## config.mk

```make
export PLATFORM = sky130hd
export DESIGN_NAME = lvlcmp_top
export DESIGN_NICKNAME = d
export VERILOG_FILES = /design/src/rtl/lvlcmp_pkg.sv /design/src/rtl/lvlcmp_sync.sv /design/src/rtl/lvlcmp_core.sv /design/src/rtl/lvlcmp_top.sv
export SDC_FILE = /design/constraint.sdc
export NUM_CORES = 1
export LEC_CHECK = 0
export CORE_ASPECT_RATIO = 1.2
export CORE_MARGIN = 2
export CORE_UTILIZATION = 45
export CTS_BUF_LIST = sky130_fd_sc_hd__clkbuf_16
export DETAILED_ROUTE_END_ITERATION = 7
export DONT_BUFFER_PORTS = 1
export REMOVE_ABC_BUFFERS = 1
export SKIP_LAST_GASP = 1
export SLEW_MARGIN = 20
export SYNTH_ARGS = -nofsm -noshare
export SYNTH_HDL_FRONTEND = slang
export SYNTH_SLANG_ARGS = --single-unit
```

## constraint.sdc

```tcl
create_clock -name clk -period 3.9 [get_ports clk]
set_input_delay 0.39 -clock clk [delete_from_list [all_inputs] [get_ports clk]]
set_output_delay 0.39 -clock clk [all_outputs]
set_load 0.01 [all_outputs]
```

## src/rtl/lvlcmp_pkg.sv

```systemverilog
package lvlcmp_pkg;
    typedef enum logic [1:0] {ST_IDLE, ST_WARM, ST_RUN} run_st_e;

    localparam int NEV = 4;
    localparam int NSC = 5;
    localparam int EV_RDY = 0;
    localparam int EV_DN  = 1;
    localparam int EV_UP  = 2;
    localparam int EV_CR  = 3;

    localparam int SC_RDY_SMP = 0;
    localparam int SC_RDY_STP = 1;
    localparam int SC_DN_STP  = 2;
    localparam int SC_UP_STP  = 3;
    localparam int SC_CR_STP  = 4;

    localparam logic [1:0] WM_ANY = 2'd0;
    localparam logic [1:0] WM_UP  = 2'd1;
    localparam logic [1:0] WM_DN  = 2'd2;

    localparam logic [11:0] A_START  = 12'h000;
    localparam logic [11:0] A_STOP   = 12'h004;
    localparam logic [11:0] A_SAMPLE = 12'h008;
    localparam logic [11:0] A_EVBASE = 12'h100;
    localparam logic [11:0] A_SHORT  = 12'h200;
    localparam logic [11:0] A_IESET  = 12'h304;
    localparam logic [11:0] A_IECLR  = 12'h308;
    localparam logic [11:0] A_RESULT = 12'h400;
    localparam logic [11:0] A_ENABLE = 12'h500;
    localparam logic [11:0] A_WMODE  = 12'h510;

    typedef struct packed {
        logic [NSC-1:0] sc;
        logic [NEV-1:0] ie;
        logic           en;
        logic [1:0]     wm;
    } regs_t;
endpackage

```

## src/rtl/lvlcmp_sync.sv

```systemverilog
module lvlcmp_sync #(
    parameter int STAGES = 2
) (
    input  logic clk,
    input  logic rst_n,
    input  logic din,
    output logic lvl,
    output logic rise,
    output logic fall
);
    localparam int W = STAGES + 1;

    logic [W-1:0] sh_d, sh_q;

    always_comb begin
        sh_d = {sh_q[W-2:0], din};
    end

    always_ff @(posedge clk or negedge rst_n) begin
        if (!rst_n) sh_q <= '0;
        else        sh_q <= sh_d;
    end

    assign lvl  = sh_q[STAGES-1];
    assign rise =  sh_q[STAGES-1] & ~sh_q[STAGES];
    assign fall = ~sh_q[STAGES-1] &  sh_q[STAGES];
endmodule

```

## src/rtl/lvlcmp_core.sv

```systemverilog
module lvlcmp_core
    import lvlcmp_pkg::*;
#(
    parameter int STARTUP_CYC = 8
) (
    input  logic           clk,
    input  logic           rst_n,
    input  logic           enable,
    input  logic           sys_off,
    input  logic           task_start,
    input  logic           task_stop,
    input  logic           task_sample,
    input  logic [NEV-1:0] ev_clr,
    input  logic [NSC-1:0] shorts,
    input  logic [1:0]     wake_mode,
    input  logic           lvl,
    input  logic           rise,
    input  logic           fall,
    output logic [NEV-1:0] ev,
    output logic           result,
    output logic           wake
);
    localparam int CW = $clog2(STARTUP_CYC + 1);
    localparam logic [CW-1:0] LAST = CW'(STARTUP_CYC - 1);

    typedef struct packed {
        run_st_e        st;
        logic [CW-1:0]  cnt;
        logic [NEV-1:0] ev;
        logic           res;
        logic           wake;
    } core_t;

    core_t q, d;
    logic [NEV-1:0] raw, set;
    logic sc_stop, smp, hit;

    always_comb begin
        d       = q;
        d.wake  = 1'b0;
        raw     = '0;
        hit     = 1'b0;
        case (q.st)
            ST_IDLE: if (task_start && enable) begin
                d.st  = ST_WARM;
                d.cnt = '0;
            end
            ST_WARM: begin
                if (q.cnt == LAST) begin
                    d.st        = ST_RUN;
                    raw[EV_RDY] = 1'b1;
                end else begin
                    d.cnt = q.cnt + 1'b1;
                end
            end
            ST_RUN: begin
                raw[EV_UP] = rise;
                raw[EV_DN] = fall;
                raw[EV_CR] = rise | fall;
                case (wake_mode)
                    WM_ANY:  hit = rise | fall;
                    WM_UP:   hit = rise;
                    WM_DN:   hit = fall;
                    default: hit = 1'b0;
                endcase
            end
            default: d.st = ST_IDLE;
        endcase
        d.wake  = hit;
        set     = sys_off ? '0 : raw;
        sc_stop = (set[EV_RDY] & shorts[SC_RDY_STP]) | (set[EV_DN] & shorts[SC_DN_STP])
                | (set[EV_UP] & shorts[SC_UP_STP]) | (set[EV_CR] & shorts[SC_CR_STP]);
        smp     = (task_sample && enable) || (set[EV_RDY] && shorts[SC_RDY_SMP]);
        if (smp) d.res = lvl;
        if (task_stop || !enable || sc_stop) d.st = ST_IDLE;
        d.ev = (q.ev & ~ev_clr) | set;
    end

    always_ff @(posedge clk or negedge rst_n) begin
        if (!rst_n) q <= '{st: ST_IDLE, cnt: '0, ev: '0, res: 1'b0, wake: 1'b0};
        else        q <= d;
    end

    assign ev     = q.ev;
    assign result = q.res;
    assign wake   = q.wake;

    p_ready_warm_r2: assert property (@(posedge clk) disable iff (!rst_n)
        $rose(q.ev[EV_RDY]) |-> $past(q.st) == ST_WARM);
    p_up_from_rise_r3: assert property (@(posedge clk) disable iff (!rst_n)
        $rose(q.ev[EV_UP]) |-> ($past(rise) && q.ev[EV_CR]));
    p_dn_from_fall_r3: assert property (@(posedge clk) disable iff (!rst_n)
        $rose(q.ev[EV_DN]) |-> ($past(fall) && q.ev[EV_CR]));
    p_quiet_off_r10: assert property (@(posedge clk) disable iff (!rst_n)
        $past(sys_off) |-> ((q.ev & ~$past(q.ev)) == '0));
    p_wake_run_r9: assert property (@(posedge clk) disable iff (!rst_n)
        q.wake |-> ($past(q.st) == ST_RUN));
endmodule

```

## src/rtl/lvlcmp_top.sv

```systemverilog
module lvlcmp_top
    import lvlcmp_pkg::*;
#(
    parameter int STARTUP_CYC = 8,
    parameter int SYNC_STAGES = 2
) (
    input  logic        clk,
    input  logic        rst_n,
    input  logic        bus_wr,
    input  logic [11:0] bus_addr,
    input  logic [31:0] bus_wdata,
    output logic [31:0] bus_rdata,
    input  logic        cmp_in,
    input  logic        sys_off,
    output logic        irq,
    output logic        wake_det
);
    regs_t r_q, r_d;
    logic [NEV-1:0] ev, ev_clr;
    logic lvl, rise, fall, result;
    logic t_start, t_stop, t_sample;

    assign t_start  = bus_wr && bus_addr == A_START  && bus_wdata[0];
    assign t_stop   = bus_wr && bus_addr == A_STOP   && bus_wdata[0];
    assign t_sample = bus_wr && bus_addr == A_SAMPLE && bus_wdata[0];

    for (genvar i = 0; i < NEV; i++) begin : g_evclr
        assign ev_clr[i] = bus_wr && !bus_wdata[0] && bus_addr == A_EVBASE + 12'(4 * i);
    end

    always_comb begin
        r_d = r_q;
        if (bus_wr) begin
            case (bus_addr)
                A_SHORT:  r_d.sc = bus_wdata[NSC-1:0];
                A_IESET:  r_d.ie = r_q.ie | bus_wdata[NEV-1:0];
                A_IECLR:  r_d.ie = r_q.ie & ~bus_wdata[NEV-1:0];
                A_ENABLE: r_d.en = bus_wdata[0];
                A_WMODE:  r_d.wm = bus_wdata[1:0];
                default:  ;
            endcase
        end
    end

    always_ff @(posedge clk or negedge rst_n) begin
        if (!rst_n) r_q <= '0;
        else        r_q <= r_d;
    end

    always_comb begin
        bus_rdata = '0;
        case (bus_addr)
            A_SHORT:           bus_rdata[NSC-1:0] = r_q.sc;
            A_IESET, A_IECLR:  bus_rdata[NEV-1:0] = r_q.ie;
            A_RESULT:          bus_rdata[0]       = result;
            A_ENABLE:          bus_rdata[0]       = r_q.en;
            A_WMODE:           bus_rdata[1:0]     = r_q.wm;
            default: begin
                for (int i = 0; i < NEV; i++)
                    if (bus_addr == A_EVBASE + 12'(4 * i)) bus_rdata[0] = ev[i];
            end
        endcase
    end

    assign irq = |(ev & r_q.ie);

    lvlcmp_sync #(.STAGES(SYNC_STAGES)) u_sync (
        .clk(clk), .rst_n(rst_n), .din(cmp_in),
        .lvl(lvl), .rise(rise), .fall(fall)
    );

    lvlcmp_core #(.STARTUP_CYC(STARTUP_CYC)) u_core (
        .clk(clk), .rst_n(rst_n), .enable(r_q.en), .sys_off(sys_off),
        .task_start(t_start), .task_stop(t_stop), .task_sample(t_sample),
        .ev_clr(ev_clr), .shorts(r_q.sc), .wake_mode(r_q.wm),
        .lvl(lvl), .rise(rise), .fall(fall),
        .ev(ev), .result(result), .wake(wake_det)
    );

    p_ieclr_r7: assert property (@(posedge clk) disable iff (!rst_n)
        $past(bus_wr && bus_addr == A_IECLR && bus_wdata[0]) |-> !r_q.ie[0]);
    p_ieset_r7: assert property (@(posedge clk) disable iff (!rst_n)
        $past(bus_wr && bus_addr == A_IESET && bus_wdata[0]) |-> r_q.ie[0]);
endmodule

```

After elaboration in Yosys (flattened, before gate mapping):

Cells that the tools add are included.
Widths: inputs -> output; s select.

* register bits: 27
* output and inout port bits: 34
* logic and storage cells: 105

* add/subtract/negate cells: 1
* equality and inequality tests: 22
* mux-type cells: 21
* bitwise logic cells: 19
* reduce and logical (&&, ||, !) cells: 32

Operator list (number)
* $eq 12x9->1 const B: 4
* $eq 12x10->1 const B: 3
* $eq 12x11->1 const B: 3
* $pmux 4 s2: 2
* $logic_and 1x1->1: 14
* $and 4x4->4: 3
* $eq 12x3->1 const B: 1
* $eq 12x4->1 const B: 1
* $logic_not 12->1: 1
* $mux 1: 8
* $mux 4: 2
* $not 4->4: 2
* $or 4x4->4: 2
* $reduce_and 2->1: 4
* $and 1x1->1: 6
* $mux 6: 1
* $ne 3x1->1 const B: 2
* $pmux 1 s3: 2
* $pmux 2 s3: 1
* $reduce_and 3->1: 2
* $pmux 1 s5: 1
* $add 4x1->4 const B: 1
* $eq 2x1->1 const B: 2
* $eq 2x2->1 const B: 2
* 14 further kinds: 25

Depth between registers and ports, before layout:

Gate-level depths: netlist of run 1.

* depth after elaboration: 12
* gate-level depth with buffers: 6

Cells and area by module:

From an unflattened synthesis of run 1, not the netlist that was laid out.

* cell total of the unflattened synthesis: 195
* area total of the unflattened synthesis: 1814.2 µm²

By module, submodules not included
* lvlcmp_top: times used 1, cells each 120, area each 1057.3 µm²
* lvlcmp_core: times used 1, cells each 70, area each 666.9 µm²
* lvlcmp_sync: times used 1, cells each 5, area each 90.1 µm²

Least setup slack after synthesis of run 1:

Ideal clock, no wire load.

* path kind: input -> output
* start point: input port bus_addr[2]
* end point: output port bus_rdata[0]
* arrival time: 1.743 ns
* data required time: 3.510 ns
* slack: 1.767 ns
* stages on the path: 5
* buffers on the path: 1
* path through: buf_6 > or4_4 > or4_1 > o21ai_0 > o31a_2

* cells in the longest elaborated chain, start to end: 6
* elaborated cells on any way between the ends: 16
* those cells by class: 10 x eq/ne; 5 x mux; 1 x reduce/logical

RTL lines
* start: declaration: RTL line lvlcmp_top.sv:10 `input logic [11:0] bus_addr,`
* $eq 12x9->1: RTL line lvlcmp_top.sv:60 `if (bus_addr == A_EVBASE + 12'(4 * i)) bus_rdata[0] = ev[i];`
* $mux 1 (4 in series): RTL line lvlcmp_top.sv:60
* $pmux 1 s5 (*): RTL line lvlcmp_top.sv:52 `case (bus_addr)`
* end: declaration: RTL line lvlcmp_top.sv:12 `output logic [31:0] bus_rdata,`

Every way passes the cells marked *; elsewhere a longest branch is shown, timed or not.

Final worst setup path of run 1:

* start point: register r_q[2] (netlist name)
* end point: output port bus_rdata[0]

* cells in the longest elaborated chain, start to end: 1

RTL lines
* start: declaration: RTL line lvlcmp_top.sv:18 `regs_t r_q, r_d;`
* start signal: assignment: RTL line lvlcmp_top.sv:47 `else r_q <= r_d;`
* $pmux 1 s5: RTL line lvlcmp_top.sv:52

No other way between the ends.

==> reports/qor.yml, run 1 <==
antenna_cells: 0
post_drt_wl_per_cell_um: 16.0
synthTopCellsByArea: "dfrtp_1 37%, buf_4 11%, mux2_2 8.5%"
netlist-cell-type-count: 48
grt-ovfl-total: 0
rows: 25
clock_skew_ns: 0.00172
p_total_mw: 0.548
start_util_pct: 46.9
num_io_pins: 83
drt-vias-per-instance: 5.73
grt_pass1_wl_mm: 6.47
stdcell_area_um2: 1890
cp_top_family: "simple AND/OR/NAND/NOR gates"
final_util_pct: 48.0
grt_setup_unrepaired: "false"
cp_max_fo: 5
fin_crit_sh_pct: 56.4
leakagePower_nw: 0.884
hold_violations: 0
drt_iter0_drc: 69
die_h_um: 74.2
ctsRootBufferMaster: "clkbuf_16"
worstMarginPinSlew_ns: 0.717
yosys.area.top_type: "dfrtp_1"
globalplace.congestion: 0.769
dpl.hpwl_mm: 3.09
drtPass1Iterations: 4
numCtsBuffers: 3
clkTransAtPathRegs_ns: 0.06
synth_edf_count: 0
hold_path_depth: 0
outcome: "complete, no violations"
fin_setup_tns_ns: 0
wirelength_mm: 3.92
die_x_um: 62.5
htreeDepth: 1
grt_max_degree: 28
seq_area_frac_synth_pct: 36.6
setup_viol: 0
cpMaxStageDelayCell: "or4b_2"
r2r_slack_ns: 2.20
antenna_found_initial: 0
ant_nets: 0
hold_path_end: "u_sync.sh_q[0]"
cp-start-kind: "register"
worstReg2RegEnd: "u_core.q[10]"
cp-startpoint: "r_q[2]"
min_period_ns: 2.20
worstPathRequired_ns: 3.51
yosys_warnings: 0
worstSetupPathType: "register to output port"
cp_data_arrival_time_ns: 1.81
core_area_um2: 3940
clock_sinks: 27
clock_latency_ns: 0.26
power_density_nw_per_um2: 290
via_count: 1403
syn_inst: 191
numPortBuffers: 0
ys_async_sr_fraction_pct: 100
cts_buffer_depth: 2
cts_resized: 0
grt_usage_pct: 17.7
drive_gt1_share_pct: 13.1
relSlewSlack_pct: 51.9
hp-start: "cmp_in"
fin_nets: 244
netlist_area_um2: 1850
drv_cap: 0
min_path_type: "input port to register"
drc_errors: 0
slew_viol_final: 0
area_delta_synth_final_pct: 2.30
r2r_cells: 4
synth_top_area_share_pct: 36.6
fmax_ghz: 0.454
synth_area_per_cell_um2: 9.68
dpl_cell_area_um2: 1780
cts_tree: "done"
r2r_start: "u_core.q[11]"
end_kind: "output port"
ir_drop_v: 0.000266
synth_ff_type: "dfrtp_1"
ys_seq_elements: 27
grt_pass1_vias: 1357
max_stage_delay_ns: 0.60
cp_cell_sequence: "mux2i_1, or4b_2, o21ai_0, o31a_2"
dieArea_um2: 4640
cp.buffers_inverters: 0
## cells in the final DEF (no fill, tap or decap), types with 2 or more instances in the layout
| cell type | n |
|---|---|
| dfrtp_1 | 27 |
| conb_1 | 27 |
| mux2_2 | 14 |
| nand3_1 | 13 |
| nand2_1 | 10 |
| inv_1 | 9 |
| o21ai_0 | 7 |
| a22o_1 | 6 |
| a22oi_1 | 6 |
| nor2_1 | 5 |
| nor3_1 | 5 |
| and2_1 | 4 |
| mux2i_1 | 4 |
| nor2b_1 | 3 |
| and3_1 | 3 |
| nand2b_1 | 3 |
| a21oi_1 | 3 |
| ha_1 | 3 |
| clkbuf_16 | 3 |
| nor3b_1 | 2 |
| and4b_1 | 2 |
| nor4_2 | 2 |
| nor4_1 | 2 |
| and3b_1 | 2 |
| a21o_1 | 2 |
| and4_1 | 2 |
| nand4_1 | 2 |
| nand3b_1 | 2 |
## power by group
| part | total (mW) | switching, mW | internal, mW | leakage, nW |
|---|---|---|---|---|
| registers | 0.284 | 0.00158 | 0.282 | 0.349 |
| clock network | 0.225 | 0.0881 | 0.137 | 0.0423 |
| logic | 0.0394 | 0.0278 | 0.0116 | 0.493 |
## how the worst max path moves through the flow
stage / depth (start not counted) / slack (ns) / endpoint
finish: 4 / 1.70 / bus_rdata[0]
global route: 4 / 1.60 / bus_rdata[0]
CTS: 4 / 1.71 / bus_rdata[0]
detailed placement: 4 / 1.72 / bus_rdata[0]
global placement: 4 / 1.74 / bus_rdata[0]
floorplan: 4 / 1.87 / bus_rdata[0]
## cell families after synthesis
logic type	share of synthesized area [%]
AOI/OAI and AO/OA	12.7
xor gates and xnor gates	0.474
adders and majority gates	2.03
buffers and inverters	14.1
DFF	36.6
muxes	10.7
other	0.203
and+or+nand+nor	23.2
## stage by stage
stage | std cells | hold WS, ns | worst slack (ns)
after detailed placement | 239 | 0.0950 | 1.72
after floorplan | 185 | 0.0944 | 1.87
final | 245 | 0.159 | 1.70
after global placement | 239 | 0.0951 | 1.74
after CTS | 245 | 0.156 | 1.71
after global routing | 245 | 0.145 | 1.60
## metal layers
metal  up-vias  routed length [µm]  global-route usage (%)
met2        47                2220                    35.6
li1        646                   -                       -
met3         4                 222                    3.93
met5         -                   0                       0
met1       706                1450                    19.3
met4         0                  23                    2.96
## synth_stat cells (2+ instances only)
cell and count:
ha_1 3, o21ai_0 7, buf_4 27, nor2_1 5, nor3_1 5, nand2b_1 3, mux2i_1 4, a22o_1 6
a21o_1 2, and4_1 2, and3_1 3, nor2b_1 3, nand2_1 10, a22oi_1 6, nor4_1 2, dfrtp_1 27
nor3b_1 2, nand3_1 13, nand3b_1 2, and3b_1 2, clkbuf_1 2, and2_1 4, inv_1 8, a21oi_1 3
nand4_1 2, mux2_2 14, nor4_2 2, and4b_1 2
## cell type report
cell class              instances  area (µm²)
clock buffers                   3        75.1
clock inverters                 1        3.75
fillers                       407        2050
inverters                       8        30.0
multi-input cells             150        1010
flip-flops and latches         27         676
well taps                      54        67.6
repair buffers                  2        30.0
## what timing repair did
action | CTS | global route
setup buffers | 0 | 0
hold endpoints to repair | 27 | 0
setup endpoints to repair | 0 | 0
hold buffers | 2 | 0
Note: power is estimated with default switching activity, not from simulation.
==> inputs of run 2 (changes only) <==
- clock period: 3.9 -> 2.1 ns (I/O delays scaled with it)
==> reports/qor.yml, run 2 (same netlist as run 1, synthesis figures left out) <==
drv_cap: 0  # unchanged
numCtsBuffers: 3  # unchanged
num_io_pins: 83  # unchanged
die_x_um: 62.5  # unchanged
start_util_pct: 46.9  # unchanged
post_drt_wl_per_cell_um: 15.5  # -2.7%
clkPwrFrac_pct: 41.7  # +0.6 points
grt_setup_unrepaired: "false"
end_kind: "output port"
setup_viol: 0  # unchanged
dp_cells: 243  # +1.7%
globalplace.congestion: 0.804  # +4.6%
setup_slack_ns: 0.0985  # -1.60 ns
hp-start: "bus_addr[3]"
fin_setup_tns_ns: 0  # unchanged
final_util_pct: 49.0  # +1.0 points
cp-start-kind: "register"
fin_crit_sh_pct: 95.3
seqPwrFrac_pct: 50.8  # -1.0 points
ctsRootBufferMaster: "clkbuf_16"
r2r_start: "u_core.q[6]"
swShare_pct: 22.2  # +0.79 points
gr-usage-met3_pct: 3.63  # -0.30 points
drc_errors: 0  # unchanged
dieArea_um2: 4640  # unchanged
core_area_um2: 3940  # unchanged
worstSetupPathType: "register to output port"
power_density_nw_per_um2: 536  # +85%
grt_max_degree: 28  # unchanged
antenna_found_initial: 0  # unchanged
gr-usage-met2_pct: 34.4  # -1.2 points
rows: 25  # unchanged
grt_pass1_wl_mm: 6.55  # +1.3%
cts_resized: 0  # unchanged
cp-startpoint: "r_q[2]"
dpl.hpwl_mm: 3.07  # -0.52%
post_cts_buffers: 0  # unchanged
switching_power_mw: 0.230  # +96%
min_path_type: "input port to register"
fmax_ghz: 0.500
die_h_um: 74.2  # unchanged
cts_buffer_depth: 2  # unchanged
cp_data_arrival_time_ns: 1.79  # -0.02 ns
slew_viol_final: 0  # unchanged
post-place-ws_ns: 0.305  # -1.42 ns
p_int_mw: 0.806  # +87%
nFillCells: 384  # -5.7%
grt_usage_pct: 18.2  # +0.53 points
final_cells: 250  # +2.0%
area_delta_synth_final_pct: 4.54
drt-vias-per-instance: 5.53  # -3.5%
leakagePower_nw: 0.908  # +2.7%
min_period_ns: 2.00
clock_skew_ns: 0.00222  # +0.000494 ns
grt-ovfl-total: 0  # unchanged
hold_violations: 0  # unchanged
comb_power_share_pct: 7.5  # +0.3 points
ir_drop_v: 0.000304  # +14%
drtPass1Iterations: 4  # unchanged
drive_gt1_share_pct: 15.3  # +2.2 points
via_count: 1382  # -1.5%
top_usage_layer: "met2"
grt_util_met1_pct: 20.3  # +0.98 points
numPortBuffers: 0  # unchanged
worstPathRequired_ns: 1.89  # -1.62 ns
grt_pass1_vias: 1390  # +2.4%
drt_iter0_drc: 80  # +16%
cp_max_fo: 5  # unchanged
ant_nets: 0  # unchanged
antenna_cells: 0  # unchanged
layout_common_cells: "27 x dfrtp_1, 27 x conb_1, 14 x mux2_2, 13 x nand3_1, 10 x nand2_1"
clock_latency_ns: 0.26  # about the same
htreeDepth: 1  # unchanged
cts_tree: "done"
fin_nets: 249  # +2.0%
wirelength_mm: 3.89  # -0.72%
clock_sinks: 27  # unchanged
outcome: "complete, no violations"
clkTransAtPathRegs_ns: 0.07  # about the same
==> run 2: changes by cell type in the layout (fill, tap and decap cells not counted), sizes merged <==
cell | previous run | this run
buf | 1 | 5
clkinv | 0 | 1
dlygate4sd3 | 1 | 2
inv | 9 | 8
==> run 2: path summary, 6_finish.rpt <==
path | endpoint | slack, ns | cells after the start
max in group asynchronous | u_core.ev[0] | 1.56 | 2
min in group asynchronous | u_core.q[7] | 0.38 | 2
min reg2reg | u_sync.sh_q[1] | 0.36 | 0
min | register | 0.03 | 1
max | bus_rdata[0] | 0.1 | 4
max reg2reg | u_core.result | 0.41 | 5
==> run 2: layer usage <==
| metal | routed length (µm) | part of all wire, % |
|---|---|---|
| met5 | 0 | 0 |
| met4 | 71 | 1.8 |
| met3 | 189 | 4.9 |
| met2 | 2100 | 54 |
| met1 | 1520 | 39 |
==> run 2: power groups by stage <==
| stage | sequential [mW] | clock [mW] | combinational [mW] |
|---|---|---|---|
| floorplan | 0.536 | 0 | 0.0497 |
| global placement | 0.537 | 0 | 0.0575 |
| detailed placement | 0.537 | 0 | 0.0587 |
| CTS | 0.527 | 0.440 | 0.0768 |
| global route | 0.527 | 0.463 | 0.0871 |
| finish | 0.527 | 0.432 | 0.0775 |
==> run 2: timing repair <==
item / in CTS / in global routing
hold buffers: 3 / 0
endpoints found under the setup margin: 0 / 0
endpoints found under the hold margin: 28 / 0
==> run 2: per-stage QoR <==
| step | instance area (µm²) | total power [mW] | hold WS (ns) |
|---|---|---|---|
| after floorplan | 1710 | 0.586 | -0.0856 |
| after global placement | 1810 | 0.594 | -0.0848 |
| after detailed placement | 1810 | 0.596 | -0.0848 |
| after CTS | 1930 | 1.04 | 0.0327 |
| after global routing | 1930 | 1.08 | 0.0279 |
| final | 1930 | 1.04 | 0.0346 |
==> run 2: cell type report <==
cell class	count	area, µm²	area share (%)
sequential	27	676	35.0
tap	54	67.6	3.50
inverter	8	30.0	1.55
timing repair buffer	7	70.1	3.63
clock buffer	3	75.1	3.89
multi-input combinational	150	1010	52.2
clock inverter	1	5.00	0.259
==> run 2: worst max-delay path, cell delays in order (launching register included) <==
cell and delay (ns):
dfrtp_1 0.43, mux2i_1 0.10, or4b_2 0.60, o21ai_0 0.21, o31a_2 0.19
==> inputs of run 3 (changes only) <==
- CELL_PAD_IN_SITES_DETAIL_PLACEMENT: unset -> 1
- CELL_PAD_IN_SITES_GLOBAL_PLACEMENT: unset -> 2
- CORE_UTILIZATION: 45 -> 36
- PLACE_DENSITY_LB_ADDON: unset -> 0.1
==> reports/qor.yml, run 3 (same netlist as run 1, synthesis figures left out) <==
cp-start-kind: "register"
numPortBuffers: 0  # unchanged
cp_top_family: "simple AND/OR/NAND/NOR gates"
cpMaxStageDelayCell: "or4b_2"
clock_skew_ns: 0.00425  # +0.00203 ns
via_count: 1382  # unchanged
cp_data_arrival_time_ns: 1.80  # about the same
ctsRootBufferMaster: "clkbuf_16"
num_io_pins: 83  # unchanged
rows: 28  # +12%
numCtsBuffers: 3  # unchanged
hold_violations: 0  # unchanged
fin_setup_tns_ns: 0  # unchanged
stdcell_area_um2: 1930  # -0.19%
ir_drop_v: 0.000257  # -15%
area_delta_synth_final_pct: 4.33
end_kind: "output port"
relSlewSlack_pct: 56.5
layout_commonest_cell: "conb_1"
setup_viol: 0  # unchanged
drtPass1Iterations: 4  # unchanged
post_drt_wl_per_cell_um: 18.2  # +17%
fin_nets: 247  # -0.80%
drv_cap: 0  # unchanged
ant_nets: 0  # unchanged
drive_gt1_share_pct: 14.9  # -0.36 points
post_cts_buffers: 0  # unchanged
grt_setup_unrepaired: "false"
slew_viol_final: 0  # unchanged
dieArea_um2: 5720  # +23%
min_path_type: "input port to register"
cp.buffers_inverters: 0  # unchanged
cts_buffer_depth: 2  # unchanged
fin_crit_sh_pct: 95.6  # +0.32 points
clock_latency_ns: 0.27  # about the same
start_util_pct: 37.4  # -9.5 points
max_stage_delay_ns: 0.62  # +0.02 ns
drt_iter0_drc: 26  # -68%
wirelength_mm: 4.62  # +19%
fmax_ghz: 0.498  # -0.33%
grt_usage_pct: 17.2  # -1.0 points
layout_common_cells: "27 x conb_1, 26 x dfrtp_1, 14 x mux2_2, 13 x nand3_1, 10 x nand2_1"
antenna_found_initial: 0  # unchanged
setup_slack_ns: 0.0918  # -0.00672 ns
cp_cell_sequence: "mux2i_1, or4b_2, o21ai_0, o31a_2"
dpl.hpwl_mm: 3.64  # +18%
clkTransAtPathRegs_ns: 0.07  # about the same
grt_pass1_wl_mm: 7.50  # +15%
cts_tree: "done"
outcome: "complete, no violations"
drc_errors: 0  # unchanged
worstSetupPathType: "register to output port"
power_density_nw_per_um2: 550  # +2.6%
grt_pass1_vias: 1491  # +7.3%
final_cells: 254  # +1.6%
die_h_um: 82.5  # +11%
worstPathRequired_ns: 1.89  # about the same
post-place-ws_ns: 0.313  # +0.00815 ns
antenna_cells: 0  # unchanged
die_x_um: 69.4  # +11%
globalplace.congestion: 0.806  # +0.21%
core_area_um2: 4940  # +25%
clock_sinks: 27  # unchanged
p_total_mw: 1.06  # +2.4%
htreeDepth: 1  # unchanged
worstMarginPinSlew_ns: 0.647
dp_cells: 247  # +1.6%
cp_max_fo: 5  # unchanged
grt-ovfl-total: 0  # unchanged
dpl_cell_area_um2: 1800  # -0.41%
leakagePower_nw: 0.892  # -1.8%
drt-vias-per-instance: 5.44  # -1.6%
grt_max_degree: 28  # unchanged
min_period_ns: 2.01  # +0.00672 ns
-- run 3: where the power goes --
group | total, mW | internal [mW] | leakage [nW] | switching, mW
registers | 0.527 | 0.524 | 0.348 | 0.00330
clock network | 0.456 | 0.260 | 0.0371 | 0.196
logic | 0.0780 | 0.0235 | 0.508 | 0.0545
total | 1.06 | 0.807 | 0.892 | 0.254
-- run 3: path summary, 6_finish.rpt --
check	start	endpoint	slack (ns)	depth (start not counted)
max	r_q[2]	bus_rdata[0]	0.09	4
min	bus_addr[3]	register	0.02	1
max reg2reg	u_core.q[6]	u_core.result	0.40	5
min reg2reg	u_sync.sh_q[0]	u_sync.sh_q[1]	0.35	0
max in group asynchronous	rst_n	r_q[2]	1.56	2
min in group asynchronous	rst_n	u_core.q[9]	0.38	2
-- run 3: area by class of cell --
class,count,area [µm²]
fillers,567,3010
multi-input cells,150,1010
flip-flops and latches,27,677
clock buffers,3,75.1
well taps,60,75.1
repair buffers,5,55.1
inverters,8,30.0
clock inverters,1,7.51
-- run 3: layer usage --
layer  GRT usage, %  part of all wire (%)  vias up  wire length [µm]
li1               -                     -      652                 -
met1           18.5                    42      699              1950
met3           3.64                   3.1        7               145
met4           10.2                   2.9        0               133
met2           31.4                    52       24              2400
met5              0                     0        -                 0
-- run 3: metrics by stage --
step	util (%)	hold WS, ns
global route	39.0	0.0371
floorplan	-	-0.0856
global placement	36.5	-0.0847
detailed placement	36.5	-0.0845
CTS	39.0	0.0153
finish	39.0	0.0192
-- run 3: timing repair --
action,4_1_cts,5_1_grt
hold buffers,3,0
gates resized for setup,0,1
endpoints found under the setup margin,0,1
hold endpoints to repair,28,0
